[config.mk]
export PLATFORM = sky130hd
export DESIGN_NAME = env_hyst_cmp
export DESIGN_NICKNAME = d
export VERILOG_FILES = /design/src/rtl/env_cmp_pkg.sv /design/src/rtl/env_rst_sync.sv /design/src/rtl/env_cfg_regs.sv /design/src/rtl/env_level_core.sv /design/src/rtl/env_irq_flag.sv /design/src/rtl/env_hyst_cmp.sv
export SDC_FILE = /design/constraint.sdc
export NUM_CORES = 1
export LEC_CHECK = 0
export ABC_AREA = 1
export BUFFER_PORTS_ARGS = -buffer_cell sky130_fd_sc_hd__buf_2
export CAP_MARGIN = 20
export CORE_MARGIN = 2
export CORE_UTILIZATION = 47
export DETAILED_ROUTE_END_ITERATION = 16
export GPL_ROUTABILITY_DRIVEN = 0
export GPL_TIMING_DRIVEN = 0
export PLACE_DENSITY = 0.71
export SYNTH_ARGS = -nofsm -noshare
export SYNTH_HDL_FRONTEND = slang
export SYNTH_SLANG_ARGS = --single-unit
[constraint.sdc]
create_clock -name clk -period 2.5 [get_ports clk]
set_input_delay 0.375 -clock clk [delete_from_list [all_inputs] [get_ports clk]]
set_output_delay 0.375 -clock clk [all_outputs]
set_load 0.03 [all_outputs]
[src/rtl/env_cmp_pkg.sv]
package env_cmp_pkg;
  localparam int unsigned SAMPLE_W = 16;

  typedef enum logic {
    SEL_CTRL = 1'b0,
    SEL_THR  = 1'b1
  } cfg_sel_e;
endpackage

[src/rtl/env_rst_sync.sv]
module env_rst_sync #(
  parameter int unsigned STAGES = 2
) (
  input  logic clk,
  input  logic arst_n,
  output logic srst_n
);
  logic [STAGES-1:0] chain_q;
  logic [STAGES-1:0] chain_d;

  always_comb begin
    chain_d[0] = 1'b1;
  end

  generate
    for (genvar g = 1; g < STAGES; g++) begin : g_stage
      always_comb chain_d[g] = chain_q[g-1];
    end
  endgenerate

  always_ff @(posedge clk or negedge arst_n) begin
    if (!arst_n) chain_q <= '0;
    else         chain_q <= chain_d;
  end

  assign srst_n = chain_q[STAGES-1];
endmodule

[src/rtl/env_cfg_regs.sv]
module env_cfg_regs
  import env_cmp_pkg::*;
#(
  parameter int unsigned DATA_W = SAMPLE_W,
  localparam int unsigned HYST_W = DATA_W - 1
) (
  input  logic              clk,
  input  logic              rst_n,
  input  logic              wr_en,
  input  logic              sel,
  input  logic [DATA_W-1:0] wdata,
  output logic [DATA_W-1:0] rdata,
  output logic [DATA_W-1:0] thr,
  output logic [HYST_W-1:0] hyst,
  output logic              pol
);
  logic [DATA_W-1:0] ctrl_q, ctrl_d;
  logic [DATA_W-1:0] thr_q, thr_d;
  logic              ctrl_en, thr_en;

  always_comb begin
    ctrl_en = wr_en && (cfg_sel_e'(sel) == SEL_CTRL);
    thr_en  = wr_en && (cfg_sel_e'(sel) == SEL_THR);
    ctrl_d  = ctrl_en ? wdata : ctrl_q;
    thr_d   = thr_en  ? wdata : thr_q;
  end

  always_ff @(posedge clk or negedge rst_n) begin
    if (!rst_n) begin
      ctrl_q <= '0;
      thr_q  <= '0;
    end else begin
      ctrl_q <= ctrl_d;
      thr_q  <= thr_d;
    end
  end

  always_comb begin
    rdata = (cfg_sel_e'(sel) == SEL_THR) ? thr_q : ctrl_q;
    thr   = thr_q;
    hyst  = ctrl_q[HYST_W-1:0];
    pol   = ctrl_q[DATA_W-1];
  end
endmodule

[src/rtl/env_level_core.sv]
module env_level_core #(
  parameter int unsigned DATA_W = 16,
  localparam int unsigned HYST_W = DATA_W - 1
) (
  input  logic              clk,
  input  logic              rst_n,
  input  logic              vld,
  input  logic [DATA_W-1:0] sample,
  input  logic [DATA_W-1:0] thr,
  input  logic [HYST_W-1:0] hyst,
  output logic              level,
  output logic              rise,
  output logic              fall
);
  logic [DATA_W:0]   diff;
  logic              borrow;
  logic [DATA_W-1:0] lower;
  logic              above, below;
  logic              level_q, level_d;

  // Lower bound, saturating at zero when hysteresis exceeds the threshold.
  always_comb begin
    diff   = {1'b0, thr} - {2'b00, hyst};
    borrow = diff[DATA_W];
    lower  = borrow ? '0 : diff[DATA_W-1:0];
    above  = sample > thr;
    below  = sample < lower;
  end

  always_comb begin
    level_d = level_q;
    if (vld) begin
      if (above)      level_d = 1'b1;
      else if (below) level_d = 1'b0;
    end
    rise = !level_q &&  level_d;
    fall =  level_q && !level_d;
  end

  always_ff @(posedge clk or negedge rst_n) begin
    if (!rst_n) level_q <= 1'b0;
    else        level_q <= level_d;
  end

  assign level = level_q;
endmodule

[src/rtl/env_irq_flag.sv]
module env_irq_flag (
  input  logic clk,
  input  logic rst_n,
  input  logic rise,
  input  logic fall,
  input  logic pol,
  input  logic clr,
  output logic irq
);
  logic hit;
  logic irq_q, irq_d;

  always_comb begin
    hit = pol ? fall : rise;
    if (hit)      irq_d = 1'b1;
    else if (clr) irq_d = 1'b0;
    else          irq_d = irq_q;
  end

  always_ff @(posedge clk or negedge rst_n) begin
    if (!rst_n) irq_q <= 1'b0;
    else        irq_q <= irq_d;
  end

  assign irq = irq_q;
endmodule

[src/rtl/env_hyst_cmp.sv]
module env_hyst_cmp
  import env_cmp_pkg::*;
#(
  parameter int unsigned DATA_W      = SAMPLE_W,
  parameter int unsigned SYNC_STAGES = 2,
  localparam int unsigned HYST_W     = DATA_W - 1
) (
  input  logic              clk,
  input  logic              rst_n,
  input  logic              samp_vld,
  input  logic [DATA_W-1:0] samp_data,
  input  logic              reg_wr,
  input  logic              reg_sel,
  input  logic [DATA_W-1:0] reg_wdata,
  input  logic              irq_clr,
  output logic [DATA_W-1:0] reg_rdata,
  output logic              level_o,
  output logic              irq_o
);
  logic              rst_int_n;
  logic [DATA_W-1:0] thr_q;
  logic [HYST_W-1:0] hyst_q;
  logic              pol_q;
  logic              lvl_rise, lvl_fall;

  env_rst_sync #(.STAGES(SYNC_STAGES)) u_rst (
    .clk(clk), .arst_n(rst_n), .srst_n(rst_int_n)
  );

  env_cfg_regs #(.DATA_W(DATA_W)) u_cfg (
    .clk(clk), .rst_n(rst_int_n), .wr_en(reg_wr), .sel(reg_sel),
    .wdata(reg_wdata), .rdata(reg_rdata), .thr(thr_q), .hyst(hyst_q),
    .pol(pol_q)
  );

  env_level_core #(.DATA_W(DATA_W)) u_core (
    .clk(clk), .rst_n(rst_int_n), .vld(samp_vld), .sample(samp_data),
    .thr(thr_q), .hyst(hyst_q), .level(level_o), .rise(lvl_rise),
    .fall(lvl_fall)
  );

  env_irq_flag u_irq (
    .clk(clk), .rst_n(rst_int_n), .rise(lvl_rise), .fall(lvl_fall),
    .pol(pol_q), .clr(irq_clr), .irq(irq_o)
  );
endmodule

==> Yosys cells after proc, flatten, opt, wreduce, memory -nomap -nowiden <==
Cells that the tools add are included.
{ "totals": {"elab_cells": 24, "reg_bits": 36} }
{ "op_classes": {"bitwise": 1, "n_mux": 8, "reduce_logical": 7, "n_lt_le_gt_ge": 2, "n_addsub": 1} }
{ "op_table": {"columns": ["operator", "count"], "rows": [
  ["$mux 16", 2],
  ["$sub 16x15->17", 1],
  ["$gt 16x16->1", 1],
  ["$lt 16x16->1", 1],
  ["$mux 1", 6],
  ["$logic_and 1x1->1", 4],
  ["$logic_not 1->1", 2],
  ["$reduce_bool 2->1", 1],
  ["$not 1->1", 1]
]} }

==> Logic depth before layout (Yosys ltp) <==
{ "depth": {"ltp_word": 10, "depth_mapped": 24, "mapped_depth_nobuf": 23} }

==> Hierarchy <==
Synthesis repeated with hierarchy kept, for this count alone.
{ "hier_totals": {"cells_unflattened": 482, "hier_area_um2": 3265.6} }
{ "modules_own_cells": {"columns": ["mod", "n_inst", "cells_each", "area_each_um2"], "rows": [
  ["env_level_core", 1, 280, 1655.3],
  ["env_cfg_regs", 1, 192, 1500.2],
  ["env_irq_flag", 1, 7, 56.3],
  ["env_rst_sync", 1, 3, 53.8]
]} }

==> Worst setup path before layout <==
No wires, ideal clock.
{ "synth_path": {"path_kind": "reg-to-reg", "start": "register u_cfg.thr_q[0], in the netlist u_cfg.thr[0]", "end": "register u_irq.irq_q, in the netlist u_irq.irq", "arrival_time_ns": 2.716, "period_less_slack_ns": 2.834, "t_required_ns": 2.383, "path_stages_with_launch": 22, "slack_ns": -0.334, "cell_sequence": "dfrtp_1 > inv_1 > ha_1 > fa_1 > inv_1 > nand2_1 > nand2_1 > nand3_1 > nand2_2 > nand2_2 > nand2_4 > clkbuf_1 > nand3_1 > ha_1 > a21oi_1 > nand3b_1 > a21oi_1 > nor2_1 > nand2_1 > nand2_1 > nand3_1 > nand2_1"} }
{ "synth_between": {"elab_chain_cells": 10, "elab_cells_between_ends": 13} }
{ "synth_lines": {"columns": ["element", "line", "text"], "rows": [
  ["start: declaration", "env_cfg_regs.sv:18", "logic [DATA_W-1:0] thr_q, thr_d;"],
  ["start signal: assignment", "env_cfg_regs.sv:34", "thr_q <= thr_d;"],
  ["$sub 16x15->17", "env_level_core.sv:23", "diff = {1'b0, thr} - {2'b00, hyst};"],
  ["$mux 16", "env_level_core.sv:25", "lower = borrow ? '0 : diff[DATA_W-1:0];"],
  ["$lt 16x16->1", "env_level_core.sv:27", "below = sample < lower;"],
  ["$mux 1", "env_level_core.sv:34", "else if (below) level_d = 1'b0;"],
  ["$mux 1 *", "env_level_core.sv:33", "if (above) level_d = 1'b1;"],
  ["$mux 1 *", "env_level_core.sv:32", "if (vld) begin"],
  ["$logic_not 1->1", "env_level_core.sv:37", "fall = level_q && !level_d;"],
  ["$logic_and 1x1->1", "env_level_core.sv:37", null],
  ["$mux 1 *", "env_irq_flag.sv:14", "hit = pol ? fall : rise;"],
  ["$mux 1 / $reduce_bool 2->1 (equally long branches)", null, null],
  ["end signal: assignment", "env_irq_flag.sv:22", "else irq_q <= irq_d;"],
  ["end: declaration", "env_irq_flag.sv:11", "logic irq_q, irq_d;"]
]} }
Mark *: on every way between the ends. The rest lies on a longest branch, timed or not.
A chain may end at the register's enable or synchronous reset.

==> Final worst setup path <==
{ "layout_path": {"start": "register u_cfg.ctrl_q[0]", "end": "register u_irq.irq_q, in the netlist u_irq.irq"} }
{ "layout_between": {"elab_chain_cells": 10, "elab_cells_between_ends": 12} }
{ "layout_lines": {"columns": ["element", "line", "text"], "rows": [
  ["start: declaration", "env_cfg_regs.sv:17", "logic [DATA_W-1:0] ctrl_q, ctrl_d;"],
  ["start signal: assignment", "env_cfg_regs.sv:33", "ctrl_q <= ctrl_d;"],
  ["$sub 16x15->17 *", "env_level_core.sv:23", null],
  ["$mux 16 *", "env_level_core.sv:25", null],
  ["$lt 16x16->1 *", "env_level_core.sv:27", null],
  ["$mux 1 *", "env_level_core.sv:34", null],
  ["$mux 1 *", "env_level_core.sv:33", null],
  ["$mux 1 *", "env_level_core.sv:32", null],
  ["$logic_not 1->1", "env_level_core.sv:37", null],
  ["$logic_and 1x1->1", "env_level_core.sv:37", null],
  ["$mux 1 *", "env_irq_flag.sv:14", null],
  ["$mux 1 / $reduce_bool 2->1 (equally long branches)", null, null]
]} }
Marked as above.

==> impl_metrics.env <==
export IMPL_core_area_um2=6350
export IMPL_crit_path_end_kind="flip-flop"
export IMPL_ys_seq_area_share_pct=29.2
export IMPL_num_rows=29
export IMPL_n_antenna_cell=0
export IMPL_slew_headroom_pct=61.4
export IMPL_rsz0062_at_grt="true"
export IMPL_violations="negative setup slack"
export IMPL_path_class="reg2reg"
export IMPL_critPathSlowestCell="dfrtp_1"
export IMPL_layout_common_cells="115 x nand2_1, 73 x inv_1, 55 x buf_2"
export IMPL_peakVddDrop_uv=540
export IMPL_min_period_ns=3.02
export IMPL_hold_viol_final=0
export IMPL_slew_viol_final=0
export IMPL_die_w_um=85.0
export IMPL_pre_cts_ws_ns=-0.611
export IMPL_initial_core_util_pct=48.6
export IMPL_dieArea_um2=7220
export IMPL_drc=0
export IMPL_grt_pass1_vias=2824
export IMPL_via_per_inst=4.99
export IMPL_power_leakage_nw=2.07
export IMPL_setup_viol=2
export IMPL_power_density_nw_per_um2=674
export IMPL_root_buffer="clkbuf_8"
export IMPL_clk_pin_slew_worst_paths_ns=0.07
export IMPL_period_share_pct=121
export IMPL_final_core_util_pct=61.3
export IMPL_vias=2963
export IMPL_dieHeight_um=85.0
export IMPL_io_pins=56
export IMPL_cp_num_buf_inv=2
export IMPL_critical_path_top_delay_family="simple AND/OR/NAND/NOR gates"
export IMPL_wl_per_cell_um=13.0
export IMPL_initialDrtViolationCount=158
export IMPL_drt_antenna_violating_nets=0
export IMPL_clock_skew_ns=0.00584
export IMPL_tritoncts="done"
export IMPL_critPathLaunchType="flip-flop"
export IMPL_htree_levels=2
export IMPL_syn_nets=526
export IMPL_async_reset_ff_share_pct=100
export IMPL_ys_ff_latch=36
export IMPL_status="finished, violations left"
export IMPL_cts_max_path_buffers=2
export IMPL_cp_arrival_ns=3.22
export IMPL_grt_max_degree=23
export IMPL_crit_path_cell_trace="ha_4 -> fa_2 -> inv_2 -> nand2_4 -> nand2_4 -> nand3_4 -> nand2_4 -> a31oi_4 -> o21ai_2 -> a31o_1 -> or2_1 -> nand3_2 -> ha_4 -> nand2_2 -> inv_2 -> nand3_4 -> a21oi_2 -> nor2_2 -> nand2_2 -> nand2_2 -> nand3_2 -> nand2_1"
export IMPL_tightest_slew_ns=0.579
export IMPL_drive_gt1_share_pct=23.8
export IMPL_yosysWarnings=0
export IMPL_yosys_most_used_dff="dfrtp_1"
export IMPL_synth_area_um2=3080
export IMPL_syn_inst=441
export IMPL_synth_area_per_cell_um2=6.99
export IMPL_track_usage_pct=21.4
export IMPL_hpwlAfterDp_um=6080
export IMPL_setup_slack_ns=-0.525
export IMPL_drv_cap=0
export IMPL_fillCellCount=572
export IMPL_synth_edf_count=0
export IMPL_clock_sinks=36
export IMPL_antenna_found_initial=0
export IMPL_setup_tns_ns=-1.01
export IMPL_ys_types=32
export IMPL_grt_pass1_wl_um=12500
export IMPL_required_ns=2.69
export IMPL_drt_pass1_iterations=4
export IMPL_worstHoldPathType="reg2async"
export IMPL_worstPathMaxFanout=3
export IMPL_max_clock_freq_mhz=331
export IMPL_synthToLayoutAreaGrowth_pct=26.3
export IMPL_port_buffer_count=55
export IMPL_whs_ns=0.236
export IMPL_clk_latency_ns=0.29
export IMPL_wirelength_um=7710
export IMPL_cts_buffers=5
export IMPL_fin_nets=601
export IMPL_grt_overflow_total=0
export IMPL_final_common_cell="nand2_1"
export IMPL_crit_path_max_incr_delay_ns=0.43
[area by class of cell]
class                   count  area [um2]  area share, %
repair buffers             68         395           10.2
clock buffers               5        68.8           1.77
well taps                  77        96.3           2.47
clock inverters             3        23.8          0.610
plain buffers              10        47.5           1.22
multi-input cells         317        2070           53.1
inverters                  78         293           7.52
flip-flops and latches     36         903           23.2
[registers in the layout, summed over array words and instances (netlist names)]
register       flops
u_cfg.ctrl_q      16
u_rst.chain_q      2
u_core.level       1
u_cfg.thr         16
u_irq.irq          1
[layer usage]
metal  share of wire [%]  vias up  track usage (%)
li1                    -     1581                -
met1                  48     1321             29.4
met2                  47       51             35.1
met3                 3.5       10             3.31
met4                 1.5        0             6.20
met5                   0        -                0
[cell families after synthesis]
| kind of cell | after synthesis | synth area share (%) |
|---|---|---|
| AO/OA/AOI/OAI | 89 | 15.8 |
| XOR/XNOR | 1 | 0.284 |
| adder cells (fa/ha/maj) | 47 | 19.3 |
| buffers and inverters | 88 | 10.7 |
| flip-flops | 36 | 29.2 |
| other | 1 | 0.122 |
| AND/OR/NAND/NOR | 179 | 24.6 |
[Yosys cell counts (3+ instances only)]
| library cell | number | share of area [%] |
|---|---|---|
| inv_1 | 77 | 9.4 |
| a21oi_1 | 20 | 3.2 |
| dfrtp_1 | 36 | 29 |
| nand3b_1 | 3 | 0.73 |
| o21ai_0 | 52 | 8.4 |
| a211oi_1 | 3 | 0.73 |
| ha_1 | 46 | 19 |
| or2_2 | 7 | 1.4 |
| nor2_1 | 16 | 1.9 |
| nand2_1 | 120 | 15 |
| a31oi_1 | 3 | 0.61 |
| nand2_2 | 3 | 0.61 |
| nand3_1 | 23 | 3.7 |
| clkbuf_1 | 9 | 1.1 |
[through the flow]
stage	instance area [um2]	power [mW]	cells
after CTS	3760	2.51	592
final	3890	2.63	594
after global routing	3890	2.88	594
after global placement	3490	1.94	573
after detailed placement	3520	1.99	574
after floorplan	3120	1.67	441
[path summary, 6_finish.rpt]
path	slack (ns)	from	end	cells after the start
setup / recovery	-0.52	u_cfg.ctrl_q[0]$_DFFE_PN0P_	u_irq.irq$_DFFE_PN0P_	22
hold / removal	0.24	u_rst.chain_q[1]$_DFF_PN0_	u_cfg.thr[0]$_DFFE_PN0P_	0
setup reg to reg	-0.52	u_cfg.ctrl_q[0]$_DFFE_PN0P_	u_irq.irq$_DFFE_PN0P_	22
hold reg to reg	0.24	u_rst.chain_q[1]$_DFF_PN0_	u_cfg.thr[0]$_DFFE_PN0P_	0
max in group asynchronous	1.75	u_rst.chain_q[1]$_DFF_PN0_	u_cfg.thr[9]$_DFFE_PN0P_	1
min in group clk	0.34	reg_wdata[9]	u_cfg.thr[9]$_DFFE_PN0P_	3
[power breakdown]
part / switching, mW / internal [mW] / total (mW)
clock network: 0.217 / 0.197 / 0.414
registers: 0.0899 / 0.665 / 0.755
logic: 0.855 / 0.602 / 1.46
total: 1.16 / 1.46 / 2.63
[timing repair]
| item | 4_1_cts | 5_1_grt |
|---|---|---|
| endpoints found under the hold margin | 2 | 0 |
| gates resized for setup | 13 | 24 |
| buffers inserted | 9 | 2 |
| pin swaps | 10 | 16 |
| endpoints found under the setup margin | 2 | 2 |
| hold buffers | 1 | 0 |
Note: power is estimated with default switching activity, not from simulation.
